### config.mk
export PLATFORM = sky130hd
export DESIGN_NAME = ubx_unit
export DESIGN_NICKNAME = d
export VERILOG_FILES = /design/src/rtl/ubx_pkg.sv /design/src/rtl/ubx_decode.sv /design/src/rtl/ubx_extract.sv /design/src/rtl/ubx_unit.sv
export SDC_FILE = /design/constraint.sdc
export NUM_CORES = 1
export LEC_CHECK = 0
export ABC_AREA = 0
export BUFFER_PORTS_ARGS = -buffer_cell sky130_fd_sc_hd__buf_4
export CAP_MARGIN = 20
export CORE_MARGIN = 2
export CORE_UTILIZATION = 46
export CTS_CLUSTER_DIAMETER = 50
export DETAILED_ROUTE_END_ITERATION = 12
export GPL_ROUTABILITY_DRIVEN = 1
export PLACE_DENSITY = 0.81
export SKIP_LAST_GASP = 1
export SYNTH_ARGS = -nofsm -noshare
export SYNTH_HDL_FRONTEND = slang
export SYNTH_SLANG_ARGS = --single-unit
### constraint.sdc
create_clock -name clk -period 2.57 [get_ports clk]
set_clock_uncertainty 0.05 [all_clocks]
set_input_delay 0.1285 -clock clk [delete_from_list [all_inputs] [get_ports clk]]
set_output_delay 0.1285 -clock clk [all_outputs]
set_load 0.01 [all_outputs]
### src/rtl/ubx_pkg.sv
package ubx_pkg;
  localparam int unsigned INSN_W = 32;
  localparam int unsigned DATA_W = 64;
  localparam int unsigned IDX_W  = 5;
  localparam int unsigned FLD_W  = 5;
  localparam int unsigned HALF   = DATA_W / 2;
  localparam int unsigned OPC_W  = 6;
  localparam logic [OPC_W-1:0] OPC_MAJOR = 6'b011111;
  localparam logic [OPC_W-1:0] OPC_MINOR = 6'b000010;

  typedef struct packed {
    logic             hit;
    logic [IDX_W-1:0] src;
    logic [IDX_W-1:0] dst;
    logic [FLD_W-1:0] top;  // width - 1
    logic [FLD_W-1:0] off;  // lowest source bit - HALF
  } ubx_dec_t;

  // field runs past the last source bit when off + top + 1 > HALF
  function automatic logic over_top(input logic [FLD_W-1:0] top,
                                    input logic [FLD_W-1:0] off);
    logic [FLD_W:0] sum;
    sum = {1'b0, off} + {1'b0, top};
    return sum > FLD_W'(HALF - 1);
  endfunction

  function automatic logic [DATA_W-1:0] field_mask(input logic [FLD_W-1:0] top);
    return {DATA_W{1'b1}} >> (DATA_W - 1 - int'(top));
  endfunction

  function automatic logic [DATA_W-1:0] pull_field(input logic [DATA_W-1:0] src,
                                                   input logic [FLD_W-1:0] top,
                                                   input logic [FLD_W-1:0] off);
    return (src >> (HALF + int'(off))) & field_mask(top);
  endfunction
endpackage

### src/rtl/ubx_decode.sv
module ubx_decode
  import ubx_pkg::*;
(
  input  logic              in_valid,
  input  logic [INSN_W-1:0] insn,
  output ubx_dec_t          dec
);
  localparam int unsigned MAJ_LSB = INSN_W - OPC_W;
  localparam int unsigned SRC_LSB = MAJ_LSB - IDX_W;
  localparam int unsigned DST_LSB = SRC_LSB - IDX_W;
  localparam int unsigned TOP_LSB = DST_LSB - FLD_W;
  localparam int unsigned OFF_LSB = TOP_LSB - FLD_W;

  logic major_ok, minor_ok;

  always_comb begin
    major_ok = insn[INSN_W-1 -: OPC_W] == OPC_MAJOR;
    minor_ok = insn[OPC_W-1:0] == OPC_MINOR;
    dec.hit  = in_valid && major_ok && minor_ok;
    dec.src  = insn[SRC_LSB +: IDX_W];
    dec.dst  = insn[DST_LSB +: IDX_W];
    dec.top  = insn[TOP_LSB +: FLD_W];
    dec.off  = insn[OFF_LSB +: FLD_W];
  end
endmodule

### src/rtl/ubx_extract.sv
module ubx_extract
  import ubx_pkg::*;
(
  input  logic [DATA_W-1:0] src_data,
  input  logic [FLD_W-1:0]  top,
  input  logic [FLD_W-1:0]  off,
  output logic [DATA_W-1:0] field,
  output logic              over
);
  always_comb begin
    field = pull_field(src_data, top, off);
    over  = over_top(top, off);
  end
endmodule

### src/rtl/ubx_unit.sv
module ubx_unit
  import ubx_pkg::*;
(
  input  logic              clk,
  input  logic              rst,
  input  logic              in_valid,
  input  logic [INSN_W-1:0] insn,
  input  logic [DATA_W-1:0] src_data,
  input  logic              ext_enable,
  output logic              out_valid,
  output logic [DATA_W-1:0] out_result,
  output logic [IDX_W-1:0]  out_dst,
  output logic [IDX_W-1:0]  out_src,
  output logic              out_wen,
  output logic              out_resv,
  output logic              out_range_err
);
  ubx_dec_t          dec;
  logic              dec_hit;
  logic              over_top_w;
  logic [DATA_W-1:0] field_w;
  logic              take_resv, take_range, take_write;

  ubx_decode u_dec (
    .in_valid (in_valid),
    .insn     (insn),
    .dec      (dec)
  );

  ubx_extract u_ext (
    .src_data (src_data),
    .top      (dec.top),
    .off      (dec.off),
    .field    (field_w),
    .over     (over_top_w)
  );

  always_comb begin
    dec_hit    = dec.hit;
    take_resv  = dec_hit && !ext_enable;
    take_range = dec_hit && ext_enable && over_top_w;
    take_write = dec_hit && ext_enable && !over_top_w;
  end

  always_ff @(posedge clk) begin
    if (rst) begin
      out_valid     <= 1'b0;
      out_result    <= '0;
      out_dst       <= '0;
      out_src       <= '0;
      out_wen       <= 1'b0;
      out_resv      <= 1'b0;
      out_range_err <= 1'b0;
    end else begin
      out_valid     <= dec_hit;
      out_result    <= take_write ? field_w : '0;
      out_dst       <= dec_hit ? dec.dst : '0;
      out_src       <= dec_hit ? dec.src : '0;
      out_wen       <= take_write;
      out_resv      <= take_resv;
      out_range_err <= take_range;
    end
  end
endmodule

==> impl_metrics.yaml <==
die:
  die_h_microns: 90.3
  dieArea_sq_um: 8150
  initial_utilization_pct: 47.4
  coreArea_sq_um: 7210
  rows: 31
  ios: 178
  die_w_microns: 90.3
clock_network:
  cts_tree: "done"
  root_buffer: "clkbuf_8"
  clockBufferDepth: 2
  numCtsBuffers: 5
  clkTransAtPathRegs_ns: 0.08
  cts-htree-levels: 2
  cts_sinks: 46
critical_path:
  crit_type: "input pin to flip-flop"
  end_kind: "flip-flop"
  startpoint_type: "input pin"
  required_ns: 2.65
  cp_data_arrival_time_ns: 2.15
  worstPathMaxFanout: 11
logic_synthesis:
  synth-compound-area-share_pct: 14.1
  yosys.area.top_type_share_pct: 26.9
  synth_common_cells: "dfxtp_1, buf_4, nor2_1, nand2_1"
  synthAdderAreaFrac_pct: 1.46
  synthArstFlopShare_pct: 0
  synth_top_area_cell: "dfxtp_1"
  synth_seq_area_share_pct: 26.9
  avgSynthCellArea_sq_um: 9.67
  synthSimpleGateAreaFrac_pct: 18.1
  synthTopCellsByArea: "dfxtp_1, mux4_2, mux2_2"
  ys_types: 59
  synth_edf_count: 0
  synth_xor_area_share_pct: 0
  synth-main-ff-cell: "dfxtp_1"
  syn_inst: 354
  synth_top_family_by_area: "multiplexers"
  ys_seq_elements: 46
  ys_warn_count: 0
  synth.area.mux_share_pct: 27.9
  syn-cell-area_sq_um: 3420
  synth.most_common_cell: "dfxtp_1"
placed_design:
  gp_congestion: 0.908
  hpwl_microns: 7340
  portBuffers: 113
sta:
  slew_viol_final: 0
  max_freq_mhz: 484
  slew_headroom_pct: 56.1
  tightest_slew_ns: 0.655
  setup_viol: 0
  finalCritPeriodShare_pct: 80.3
  rsz0062_at_grt: "no"
  setup_tns_ns: 0
  min_period_ns: 2.06
  hold_viol: 0
final_layout:
  fill_cells: 626
  fin_nets: 573
  multi_input_area_sq_um: 2230
  diodes: 0
  drive_above_1_share_pct: 40.1
  area_delta_synth_final_pct: 29.5
  fin_util_pct: 61.4
  seqCellArea_sq_um: 921
worst_hold_path:
  holdCritPathClass: "input pin to flip-flop"
route:
  first_pass_iters: 5
  wl_microns: 9510
  ant_nets: 0
  detail_route.iter0.violations: 212
  drc: 0
  wl_per_cell_microns: 16.7
  vias: 3118
  vias_per_cell: 5.49
power:
  p_leak_uw: 0.00191
  p_per_area_nw_per_um2: 370
  peakVddDrop_uv: 229
global_routing:
  grt_pass1_vias: 2938
  antenna_found_initial: 0
  gr-total-overflow: 0
  grt_max_degree: 42
  track_usage_pct: 22.6
  grt_pass1_wl_microns: 15100
job:
  cap_viol_max_count: 0
status:
  status: "completed"
-- worst max-delay path, stage by stage --
cell and delay [ns]:
buf_4 0.13, ha_1 0.31, a21oi_1 0.14, a21boi_0 0.10, o21a_1 0.26, or3_1 0.57, a2111oi_0 0.51
-- final timing paths --
check	from	to	slack, ns	depth (start not counted)
max	insn[8]	out_result[7]	0.51	7
min	src_data[63]	out_result[31]	0.11	3
-- final cells by class --
cell class              instances  area share, %
flip-flops and latches         46           20.8
clock buffers                   5           1.55
clock inverters                 2          0.226
inverters                       7          0.593
well taps                      99           2.80
repair buffers                135           23.8
multi-input cells             274           50.3
-- what timing repair did --
item / in CTS / in global routing
gates resized for setup: 0 / 0
hold buffers: 11 / 0
hold endpoints to repair: 11 / 0
buffers inserted: 0 / 0
-- layer usage --
layer  GRT usage (%)  up-vias  routed length (microns)  share of wire (%)
met5               0        -                        0                  0
met4            5.00        0                       93               0.98
met3            3.59       10                      866                9.1
met2            38.4      171                     4570                 48
met1            30.5     1449                     3980                 42
li1                -     1488                        -                  -
-- placed cells by master (no fill, tap or decap), types with 6 or more instances in the layout --
cell | netlist | final
conb_1 | 1 | 32
mux4_2 | 22 | 22
a21oi_1 | 15 | 15
mux2_2 | 22 | 22
and2_1 | 12 | 12
dfxtp_1 | 46 | 46
buf_4 | 32 | 123
nor3_1 | 6 | 6
nor2_1 | 26 | 26
dlygate4sd3_1 | 0 | 11
mux2i_1 | 21 | 21
nand2_1 | 25 | 25
o21ai_0 | 10 | 10
-- through the flow --
| step | instances | hold slack [ns] | setup slack (ns) | total power [uW] | area, sq um |
|---|---|---|---|---|---|
| 2_1_floorplan | 385 | 0.150 | 0.449 | 1080 | 3540 |
| 3_3_place_gp | 550 | 0.254 | 0.258 | 1230 | 4240 |
| 3_5_place_dp | 550 | 0.255 | 0.274 | 1240 | 4240 |
| 4_1_cts | 568 | 0.110 | 0.564 | 1640 | 4430 |
| 5_1_grt | 568 | 0.123 | 0.370 | 1720 | 4430 |
| 6_report | 568 | 0.110 | 0.506 | 1640 | 4430 |
-- state kept, by name (all words and copies together) (netlist names) --
signal	count
out_wen	1
out_dst	5
out_result	32
out_src	5
out_valid	1
out_resv	1
out_range_err	1
-- logic make-up after synthesis --
group | Yosys count
buffers and inverters | 65
AOI/OAI and AO/OA | 67
other | 1
muxes | 65
DFF | 46
and+or+nand+nor | 106
adders and majority gates | 4
-- report_power, final --
part	leakage (uW)	internal, uW	switching [uW]	total, uW
clock network	0.0000438	182	218	401
registers	0.000370	712	0.00413	712
logic	0.00150	253	275	529
(Power assumes the default switching activity.)
